[config.mk]
export PLATFORM = sky130hd
export DESIGN_NAME = lazy_ccr
export DESIGN_NICKNAME = d
export VERILOG_FILES = /design/src/rtl/lazy_ccr_pkg.sv /design/src/rtl/lazy_ccr_decode.sv /design/src/rtl/lazy_ccr_sext.sv /design/src/rtl/lazy_ccr_eval.sv /design/src/rtl/lazy_ccr_state.sv /design/src/rtl/lazy_ccr.sv
export SDC_FILE = /design/constraint.sdc
export NUM_CORES = 1
export LEC_CHECK = 0
export ABC_AREA = 1
export ABC_CLOCK_PERIOD_IN_PS = 6100
export BUFFER_PORTS_ARGS = -buffer_cell sky130_fd_sc_hd__buf_2
export CORE_MARGIN = 2
export CORE_UTILIZATION = 39
export DETAILED_ROUTE_END_ITERATION = 10
export SYNTH_ARGS = -nofsm -noshare
export SYNTH_HDL_FRONTEND = slang
export SYNTH_HIERARCHICAL = 1
export SYNTH_SLANG_ARGS = --single-unit
[constraint.sdc]
create_clock -name clk_i -period 6.1 [get_ports clk_i]
set_input_delay 1.83 -clock clk_i [delete_from_list [all_inputs] [get_ports clk_i]]
set_output_delay 1.83 -clock clk_i [all_outputs]
set_load 0.02 [all_outputs]
[src/rtl/lazy_ccr_pkg.sv]
package lazy_ccr_pkg;
  localparam int unsigned TAG_W = 4;
  localparam int unsigned CCR_W = 5;

  typedef enum logic [TAG_W-1:0] {
    TAG_FLAGS = 4'd0,
    TAG_ADD_B = 4'd1, TAG_ADD_W = 4'd2, TAG_ADD_L = 4'd3,
    TAG_SUB_B = 4'd4, TAG_SUB_W = 4'd5, TAG_SUB_L = 4'd6,
    TAG_CMP_B = 4'd7, TAG_CMP_W = 4'd8, TAG_CMP_L = 4'd9,
    TAG_LOGIC = 4'd10
  } cc_tag_e;

  typedef enum logic [2:0] {
    OPC_FLAGS, OPC_ADD, OPC_SUB, OPC_CMP, OPC_LOGIC, OPC_BAD
  } op_class_e;

  typedef enum logic [1:0] {SZ_BYTE = 2'd0, SZ_WORD = 2'd1, SZ_LONG = 2'd2} op_size_e;

  // bit 4 .. bit 0
  typedef struct packed {
    logic x;
    logic n;
    logic z;
    logic v;
    logic c;
  } ccr_t;
endpackage

[src/rtl/lazy_ccr_decode.sv]
module lazy_ccr_decode
  import lazy_ccr_pkg::*;
(
  input  logic [TAG_W-1:0] tag_i,
  output op_class_e        cls_o,
  output op_size_e         size_o
);
  logic [TAG_W-1:0] off;

  always_comb begin
    off   = '0;
    cls_o = OPC_BAD;
    if (tag_i == TAG_FLAGS) begin
      cls_o = OPC_FLAGS;
    end else if (tag_i <= TAG_ADD_L) begin
      cls_o = OPC_ADD;
      off   = tag_i - TAG_ADD_B;
    end else if (tag_i <= TAG_SUB_L) begin
      cls_o = OPC_SUB;
      off   = tag_i - TAG_SUB_B;
    end else if (tag_i <= TAG_CMP_L) begin
      cls_o = OPC_CMP;
      off   = tag_i - TAG_CMP_B;
    end else if (tag_i == TAG_LOGIC) begin
      cls_o = OPC_LOGIC;
    end
  end

  // size is the distance from the class's byte tag
  always_comb begin
    if (off == TAG_W'(0))      size_o = SZ_BYTE;
    else if (off == TAG_W'(1)) size_o = SZ_WORD;
    else                       size_o = SZ_LONG;
  end
endmodule

[src/rtl/lazy_ccr_sext.sv]
module lazy_ccr_sext
  import lazy_ccr_pkg::*;
#(
  parameter int unsigned DATA_W = 32
) (
  input  logic [DATA_W-1:0] val_i,
  input  op_size_e          size_i,
  output logic [DATA_W-1:0] val_o
);
  localparam int unsigned BYTE_W = 8;
  localparam int unsigned WORD_W = 16;

  generate
    if (DATA_W > WORD_W) begin : g_wide
      always_comb begin
        unique case (size_i)
          SZ_BYTE: val_o = {{(DATA_W-BYTE_W){val_i[BYTE_W-1]}}, val_i[BYTE_W-1:0]};
          SZ_WORD: val_o = {{(DATA_W-WORD_W){val_i[WORD_W-1]}}, val_i[WORD_W-1:0]};
          default: val_o = val_i;
        endcase
      end
    end else begin : g_narrow
      always_comb begin
        if (size_i == SZ_BYTE) val_o = {{(DATA_W-BYTE_W){val_i[BYTE_W-1]}}, val_i[BYTE_W-1:0]};
        else                   val_o = val_i;
      end
    end
  endgenerate
endmodule

[src/rtl/lazy_ccr_eval.sv]
module lazy_ccr_eval
  import lazy_ccr_pkg::*;
#(
  parameter int unsigned DATA_W = 32
) (
  input  logic [TAG_W-1:0]  tag_i,
  input  logic [DATA_W-1:0] x_i,
  input  logic [DATA_W-1:0] n_i,
  input  logic [DATA_W-1:0] z_i,
  input  logic [DATA_W-1:0] v_i,
  input  logic [DATA_W-1:0] c_i,
  output logic [DATA_W-1:0] x_o,
  output logic [DATA_W-1:0] n_o,
  output logic [DATA_W-1:0] z_o,
  output logic [DATA_W-1:0] v_o,
  output logic [DATA_W-1:0] c_o,
  output ccr_t              ccr_o
);
  localparam int unsigned MSB = DATA_W - 1;

  op_class_e         cls;
  op_size_e          size;
  logic [DATA_W-1:0] arith;
  logic [DATA_W-1:0] ext;
  logic              lt;

  lazy_ccr_decode i_decode (.tag_i(tag_i), .cls_o(cls), .size_o(size));

  // one adder: add recovers src1 = res - src2, sub recovers src1 = res + src2,
  // compare rebuilds res = src1 - src2
  assign arith = (cls == OPC_SUB) ? (n_i + v_i) : (n_i - v_i);
  assign lt    = n_i < v_i;

  lazy_ccr_sext #(.DATA_W(DATA_W)) i_sext (.val_i(arith), .size_i(size), .val_o(ext));

  always_comb begin
    x_o = x_i;
    n_o = n_i;
    z_o = z_i;
    v_o = v_i;
    c_o = c_i;
    unique case (cls)
      OPC_ADD: begin
        z_o = n_i;
        c_o = x_i;
        v_o = (n_i ^ ext) & ~(ext ^ v_i);
      end
      OPC_SUB: begin
        z_o = n_i;
        c_o = x_i;
        v_o = (n_i ^ ext) & (ext ^ v_i);
      end
      OPC_CMP: begin
        n_o = ext;
        z_o = ext;
        c_o = {{(DATA_W-1){1'b0}}, lt};
        v_o = (ext ^ n_i) & (n_i ^ v_i);
      end
      OPC_LOGIC: begin
        z_o = n_i;
        v_o = '0;
        c_o = '0;
      end
      default: ;
    endcase
  end

  assign ccr_o = '{x: x_o[0], n: n_o[MSB], z: ~|z_o, v: v_o[MSB], c: c_o[0]};
endmodule

[src/rtl/lazy_ccr_state.sv]
module lazy_ccr_state
  import lazy_ccr_pkg::*;
#(
  parameter int unsigned DATA_W = 32
) (
  input  logic              clk_i,
  input  logic              rst_ni,
  input  logic              rec_take_i,
  input  logic              rec_bad_i,
  input  logic [TAG_W-1:0]  rec_tag_i,
  input  logic [DATA_W-1:0] rec_x_i,
  input  logic [DATA_W-1:0] rec_n_i,
  input  logic [DATA_W-1:0] rec_z_i,
  input  logic [DATA_W-1:0] rec_v_i,
  input  logic [DATA_W-1:0] rec_c_i,
  input  logic              ccr_we_i,
  input  ccr_t              ccr_wdata_i,
  input  logic              flush_i,
  input  logic [DATA_W-1:0] fl_x_i,
  input  logic [DATA_W-1:0] fl_n_i,
  input  logic [DATA_W-1:0] fl_z_i,
  input  logic [DATA_W-1:0] fl_v_i,
  input  logic [DATA_W-1:0] fl_c_i,
  output logic [TAG_W-1:0]  tag_o,
  output logic [DATA_W-1:0] x_o,
  output logic [DATA_W-1:0] n_o,
  output logic [DATA_W-1:0] z_o,
  output logic [DATA_W-1:0] v_o,
  output logic [DATA_W-1:0] c_o,
  output logic              err_o
);
  localparam logic [DATA_W-1:0] ONE = {{(DATA_W-1){1'b0}}, 1'b1};

  always_ff @(posedge clk_i or negedge rst_ni) begin
    if (!rst_ni) begin
      tag_o <= TAG_FLAGS;
      x_o   <= '0;
      n_o   <= '0;
      z_o   <= ONE;  // nonzero: Z clear after reset
      v_o   <= '0;
      c_o   <= '0;
      err_o <= 1'b0;
    end else begin
      err_o <= rec_bad_i;
      if (ccr_we_i) begin
        tag_o <= TAG_FLAGS;
        x_o   <= {{(DATA_W-1){1'b0}}, ccr_wdata_i.x};
        n_o   <= {DATA_W{ccr_wdata_i.n}};
        z_o   <= {{(DATA_W-1){1'b0}}, ~ccr_wdata_i.z};
        v_o   <= {DATA_W{ccr_wdata_i.v}};
        c_o   <= {{(DATA_W-1){1'b0}}, ccr_wdata_i.c};
      end else if (rec_take_i) begin
        tag_o <= rec_tag_i;
        x_o   <= rec_x_i;
        n_o   <= rec_n_i;
        z_o   <= rec_z_i;
        v_o   <= rec_v_i;
        c_o   <= rec_c_i;
      end else if (flush_i) begin
        tag_o <= TAG_FLAGS;
        x_o   <= fl_x_i;
        n_o   <= fl_n_i;
        z_o   <= fl_z_i;
        v_o   <= fl_v_i;
        c_o   <= fl_c_i;
      end
    end
  end
endmodule

[src/rtl/lazy_ccr.sv]
module lazy_ccr
  import lazy_ccr_pkg::*;
#(
  parameter int unsigned DATA_W = 32
) (
  input  logic              clk_i,
  input  logic              rst_ni,
  input  logic              rec_valid_i,
  input  logic [3:0]        rec_tag_i,
  input  logic [DATA_W-1:0] rec_x_i,
  input  logic [DATA_W-1:0] rec_n_i,
  input  logic [DATA_W-1:0] rec_z_i,
  input  logic [DATA_W-1:0] rec_v_i,
  input  logic [DATA_W-1:0] rec_c_i,
  input  logic              ccr_we_i,
  input  logic [4:0]        ccr_wdata_i,
  input  logic              flush_i,
  output logic [4:0]        ccr_o,
  output logic              tag_err_o
);
  logic              tag_ok;
  logic [TAG_W-1:0]  tag_q;
  logic [DATA_W-1:0] x_q, n_q, z_q, v_q, c_q;
  logic [DATA_W-1:0] x_f, n_f, z_f, v_f, c_f;
  ccr_t              ccr;

  assign tag_ok = rec_tag_i <= TAG_LOGIC;

  lazy_ccr_state #(.DATA_W(DATA_W)) i_state (
    .clk_i       (clk_i),
    .rst_ni      (rst_ni),
    .rec_take_i  (rec_valid_i & tag_ok),
    .rec_bad_i   (rec_valid_i & ~tag_ok),
    .rec_tag_i   (rec_tag_i),
    .rec_x_i     (rec_x_i),
    .rec_n_i     (rec_n_i),
    .rec_z_i     (rec_z_i),
    .rec_v_i     (rec_v_i),
    .rec_c_i     (rec_c_i),
    .ccr_we_i    (ccr_we_i),
    .ccr_wdata_i (ccr_t'(ccr_wdata_i)),
    .flush_i     (flush_i),
    .fl_x_i      (x_f),
    .fl_n_i      (n_f),
    .fl_z_i      (z_f),
    .fl_v_i      (v_f),
    .fl_c_i      (c_f),
    .tag_o       (tag_q),
    .x_o         (x_q),
    .n_o         (n_q),
    .z_o         (z_q),
    .v_o         (v_q),
    .c_o         (c_q),
    .err_o       (tag_err_o)
  );

  lazy_ccr_eval #(.DATA_W(DATA_W)) i_eval (
    .tag_i (tag_q),
    .x_i   (x_q),
    .n_i   (n_q),
    .z_i   (z_q),
    .v_i   (v_q),
    .c_i   (c_q),
    .x_o   (x_f),
    .n_o   (n_f),
    .z_o   (z_f),
    .v_o   (v_f),
    .c_o   (c_f),
    .ccr_o (ccr)
  );

  assign ccr_o = ccr;
endmodule

## After elaboration in Yosys (flattened, before gate mapping)

Index checks and enable logic that the tools add are counted.

| operators by class | value |
|---|---|
| shifts and indexed selects | 0 |
| divide/modulo/power cells | 0 |
| multiplexer cells | 34 |
| $mul | 0 |
| $add $sub $neg | 5 |
| bitwise operators | 11 |
| reductions and logical operators | 13 |
| eq/ne operators | 7 |
| magnitude comparators | 5 |

Operators with widths:

| kind | number |
|---|---|
| 32-bit two-way mux | 11 |
| 32-bit case mux with 2 select lines | 2 |
| 32-bit case mux with 4 select lines | 1 |
| 32-bit bitwise AND | 3 |
| 32-bit XOR | 3 |
| 32-bit adder | 1 |
| 32-bit < comparator | 1 |
| 32-bit inverter | 1 |
| 32-bit OR reduction | 1 |
| 32-bit subtractor | 1 |
| 4-bit two-way mux | 7 |
| 3-bit two-way mux | 4 |
| 4-bit less-or-equal comparator (second input constant) | 2 |
| 4-bit logical NOT | 2 |
| 4-bit by 3-bit subtractor with 4-bit output (second input constant) | 2 |
| 3-bit by 2-bit equality test with 1-bit output (second input constant) | 2 |
| 1-bit two-way mux | 6 |
| 3-bit nonzero test | 2 |
| 6-bit nonzero test | 1 |
| 4-bit by 1-bit equality test with 1-bit output (second input constant) | 1 |
| 4-bit equality test (second input constant) | 1 |
| 4-bit by 2-bit less-or-equal comparator with 1-bit output (second input constant) | 1 |
| 4-bit by 3-bit less-or-equal comparator with 1-bit output (second input constant) | 1 |
| 2-bit two-way mux | 2 |
| 13 further kinds | 16 |

| word-level totals | value |
|---|---|
| bits in latches | 0 |
| memories kept | 0 |
| ROM bits | 0 |
| bits in registers | 103 |
| word-level logic and storage cells | 84 |
| output and inout bits | 6 |
| bits in writable memories | 0 |
| input port bits | 174 |

## Depth between registers and ports, before layout

| depth | value |
|---|---|
| depth in word-level cells | 17 |
| depth in mapped cells | 31 |
| depth with buffers taken out | 30 |

## Cells and area by module

The synthesis kept the hierarchy.

By module, submodules not included:

| module | cells an instance | instances | area an instance (µm²) |
|---|---|---|---|
| lazy_ccr_state | 1,292 | 1 | 8,629.5 |
| lazy_ccr_eval | 1,643 | 1 | 8,265.4 |
| lazy_ccr_decode | 73 | 1 | 405.4 |
| lazy_ccr_sext | 67 | 1 | 386.6 |
| lazy_ccr | 7 | 1 | 32.5 |

## Worst setup path after synthesis

OpenSTA, ideal clock, no wires.

| path | value |
|---|---|
| kind | flip-flop to output port |
| start | register i_state.tag_o[2] |
| end | output ccr_o[1] |
| arrival time | 3.658 ns |
| path slack | 0.612 ns |
| data required time | 4.270 ns |
| stages on the path, launching flop included | 19 |
| path buffers | 2 |
| path through | dfrtp_1 inv_1 ha_1 inv_1 nand2_1 nor3_1 inv_2 nand3_2 inv_2 buf_4 buf_2 o21ai_0 xor2_1 nand3_4 nand3_1 xnor2_1 o22ai_1 a21oi_1 o31ai_1 |

| on the way | value |
|---|---|
| elaborated cells on any way between the ends | 36 |
| those cells by class | add/sub: 3; order compare: 3; eq/ne: 7; mux: 14; bitwise: 6; reduce/logical: 3 |

RTL lines:

| what | RTL line | text |
|---|---|---|
| start, declared | lazy_ccr_state.sv:24 | `output logic [TAG_W-1:0] tag_o,` |
| start signal, assigned | lazy_ccr_state.sv:53 | `tag_o <= rec_tag_i;` |
| 4-bit less-or-equal comparator | lazy_ccr_decode.sv:21 | `end else if (tag_i <= TAG_CMP_L) begin` |
| 3-bit two-way mux | lazy_ccr_decode.sv:21 |  |
| 3-bit two-way mux | lazy_ccr_decode.sv:18 | `end else if (tag_i <= TAG_SUB_L) begin` |
| 3-bit two-way mux | lazy_ccr_decode.sv:15 | `end else if (tag_i <= TAG_ADD_L) begin` |
| 3-bit two-way mux * | lazy_ccr_decode.sv:13 | `if (tag_i == TAG_FLAGS) begin` |
| net i_eval.cls[2] | lazy_ccr_eval.sv:21 | `op_class_e cls;` |
| 3-bit by 2-bit equality test with 1-bit output * | lazy_ccr_eval.sv:31 | `assign arith = (cls == OPC_SUB) ? (n_i + v_i) : (n_i - v_i);` |
| 32-bit two-way mux * | lazy_ccr_eval.sv:31 |  |
| net i_eval.arith[15] | lazy_ccr_eval.sv:23 | `logic [DATA_W-1:0] arith;` |
| 32-bit case mux with 2 select lines * | lazy_ccr_sext.sv:16 | `unique case (size_i)` |
| net i_eval.ext[31] | lazy_ccr_eval.sv:24 | `logic [DATA_W-1:0] ext;` |
| 32-bit XOR | lazy_ccr_eval.sv:46, lazy_ccr_eval.sv:51 |  |
| 32-bit inverter | lazy_ccr_eval.sv:46 | `v_o = (n_i ^ ext) & ~(ext ^ v_i);` |
| 32-bit bitwise AND | lazy_ccr_eval.sv:46 |  |
| 32-bit case mux with 4 select lines * | lazy_ccr_eval.sv:42 | `unique case (cls)` |
| end, declared | lazy_ccr.sv:18 | `output logic [4:0] ccr_o,` |

The timed path passes the listed nets; every way through them passes the cells marked *.

## Final worst setup path

| path | value |
|---|---|
| start | register i_state.tag_o[2] |
| end | output ccr_o[2] |

| on the way | value |
|---|---|
| elaborated cells on any way between the ends | 33 |
| those cells by class | add/sub: 3; order compare: 3; eq/ne: 7; mux: 14; reduce/logical: 6 |

RTL lines:

| what | RTL line | text |
|---|---|---|
| branches (longest 5 deep; another with 4-bit less-or-equal comparator) | n/a |  |
| 3-bit two-way mux * | lazy_ccr_decode.sv:13 |  |
| net i_eval.cls[0] | lazy_ccr_eval.sv:21 |  |
| 3-bit by 2-bit equality test with 1-bit output * | lazy_ccr_eval.sv:31 |  |
| 32-bit two-way mux * | lazy_ccr_eval.sv:31 |  |
| net i_eval.arith[7] | lazy_ccr_eval.sv:23 |  |
| 32-bit case mux with 2 select lines * | lazy_ccr_sext.sv:16 |  |
| net i_eval.ext[27] | lazy_ccr_eval.sv:24 |  |
| 32-bit case mux with 2 select lines * | lazy_ccr_eval.sv:42 |  |
| net z_f[27] | lazy_ccr.sv:24 | `logic [DATA_W-1:0] x_f, n_f, z_f, v_f, c_f;` |
| 32-bit OR reduction * | lazy_ccr_eval.sv:68 | `assign ccr_o = '{x: x_o[0], n: n_o[MSB], z: ~\|z_o, v: v_o[MSB], c: c_o[0]};` |
| 1-bit logical NOT * | lazy_ccr_eval.sv:68 |  |

Mark *: on every way through the listed nets, which the timed path passes.

==> results_dict.tcl <==
set metrics [dict create \
    crit_path_frequent_cell "nand2_1" \
    fillers 3906 \
    post-route-min-period_ps 5990 \
    fin_nets 2889 \
    die_w_um 194 \
    cts-root-buf "clkbuf_16" \
    timing.final.crit_share_pct 98.2 \
    hold_ws_ps 475 \
    drive_gt1_share_pct 12.3 \
    placed_cell_area_um2 15000 \
    slew_viol_final 0 \
    die-area_um2 37800 \
    hold_class "reg2reg" \
    cts_hold_buf 0 \
    tightest_slew_ps 1160 \
    cts_max_level 3 \
    p_leak_nw 9.23 \
    grt_pass1_wl_um 83100 \
    place.gp.congestion 0.933 \
    grt_pass1_vias 14900 \
    wire_per_inst_um 17.5 \
    cts_tree "built" \
    overflow 0 \
    numPortBuffers 117 \
    die_h_um 194 \
    r2r_cells 25 \
    setup_viol 0 \
    place_inst 3063 \
    ys_warn_count 6 \
    clockBufferDepth 2 \
    firstDrtPassIters 5 \
    postLayoutCoreUtil_pct 44.5 \
    worstSetupPathType "reg2out" \
    antenna_found_initial 0 \
    first_iter_violations 1440 \
    antenna_left 0 \
    finalHoldViolCount 0 \
    vias_per_cell 5.20 \
    slowest_delay_ps 400 \
    cts_sinks 103 \
    worstPathBufferInverterCount 7 \
    fin_cells 3106 \
    cts_buffers 9 \
    diodes 0 \
    path_max_fanout 7 \
    vias 16200 \
    synth_area_um2 14100 \
    ios 180 \
    insertion_delay_ps 370 \
    cp_top_family "simple AND/OR/NAND/NOR gates" \
    preCtsSetupSlack_ps -28.4 \
    critical_path_depth 26 \
    synth_fp_nets 2814 \
    power-per-cell-area_nw_per_um2 304 \
    grt_max_degree 99 \
    fin_area_um2 15900 \
    finalPower_mw 4.83 \
    rows 69 \
    grt_usage_pct 27.9 \
    cap_violations 0 \
    routed_wl_um 54200 \
    reg2reg_slack_ps 1990 \
    worst_ep_required_time_ps 4270 \
    start_util_pct 39.6 \
    cp-end-kind "output pin" \
    cpMaxStageDelayCell "dfrtp_1" \
    clock_skew_ps 8.70 \
    arrival_ps 4160 \
    crit_path_start_kind "flip-flop" \
    setup_ws_ps 112 \
    core_area_um2 35700 \
    whs_path_depth 2 \
    outcome "completed" \
    path_clk_slew_ps 70 \
    fmax_ghz 0.167 \
    tns_ps 0 \
    vdd_drop_max_mv 0.182 \
    drc 0 \
    maxSlewHeadroom_pct 22.8 \
    syn-mean-instance-area_um2 5.51 \
    dp_hpwl_um 40600 \
    syn_to_final_growth_pct 12.4 \
    synthCells 2565 \
]
[worst reg2reg max path, delay by kind of cell (launching register included)]
kind / cells / cell delay (ps)
buf+inv: 8 / 990
xor+xnor: 2 / 460
compound gates: 6 / 760
simple gates: 8 / 1110
flops: 1 / 400
fa+ha+maj: 1 / 190
[power by group]
group | internal [mW] | switching (mW)
sequential | 0.774 | 0.122
combinational | 1.15 | 2.18
clock | 0.312 | 0.288
[repair_timing]
action / 4_1_cts / 5_1_grt
pin swaps: 2 / 9
resized for setup: 6 / 58
cloned: 1 / 6
setup buffers: 1 / 19
endpoints found under the setup margin: 3 / 2
[worst paths after layout]
check | from | to
max reg2reg | i_state/tag_o[2]$_DFFE_PN0P_ | i_state/v_o[17]$_DFFE_PN0P_
max in group asynchronous | rst_ni | i_state/tag_o[3]$_DFFE_PN0P_
min in group asynchronous | rst_ni | i_state/z_o[21]$_DFFE_PN0P_
min | i_state/z_o[14]$_DFFE_PN0P_ | i_state/z_o[14]$_DFFE_PN0P_
min reg2reg | i_state/z_o[14]$_DFFE_PN0P_ | i_state/z_o[14]$_DFFE_PN0P_
max | i_state/tag_o[2]$_DFFE_PN0P_ | ccr_o[2]
[layout by cell type (no fill, tap or decap), types with 24 or more instances in the layout]
master	n
nand3_1	177
xnor2_1	28
o21ai_0	62
nand2_1	1012
ha_1	70
buf_4	77
buf_2	115
nand4_1	28
a21oi_1	129
inv_1	389
nand3_2	24
dfrtp_1	101
nand2_2	30
nor2_1	197
xor2_1	37
[flip-flops by register name, summed over array words and instances, names as in the netlist]
signal         count
i_state/c_o        1
i_state/err_o      1
i_state/n_o       32
i_state/tag_o      4
i_state/v_o       32
i_state/x_o        1
i_state/z_o       32
[metal layers]
layer | GRT usage [%] | share of wire (%)
met5 | 0 | 0
met4 | 7.12 | 1.9
met3 | 3.18 | 7.8
met2 | 42.7 | 43
met1 | 41.4 | 47
[area by class of cell]
type | count | area (µm²) | area share (%)
well taps | 461 | 577 | 3.63
inverters | 404 | 1530 | 9.65
clock buffers | 12 | 267 | 1.68
repair buffers | 200 | 1340 | 8.41
clock inverters | 4 | 27.5 | 0.173
flip-flops and latches | 103 | 2580 | 16.3
repair inverters | 1 | 6.26 | 0.0394
multi-input cells | 1921 | 9550 | 60.2
No activity file was read; power rests on OpenSTA's default activity.
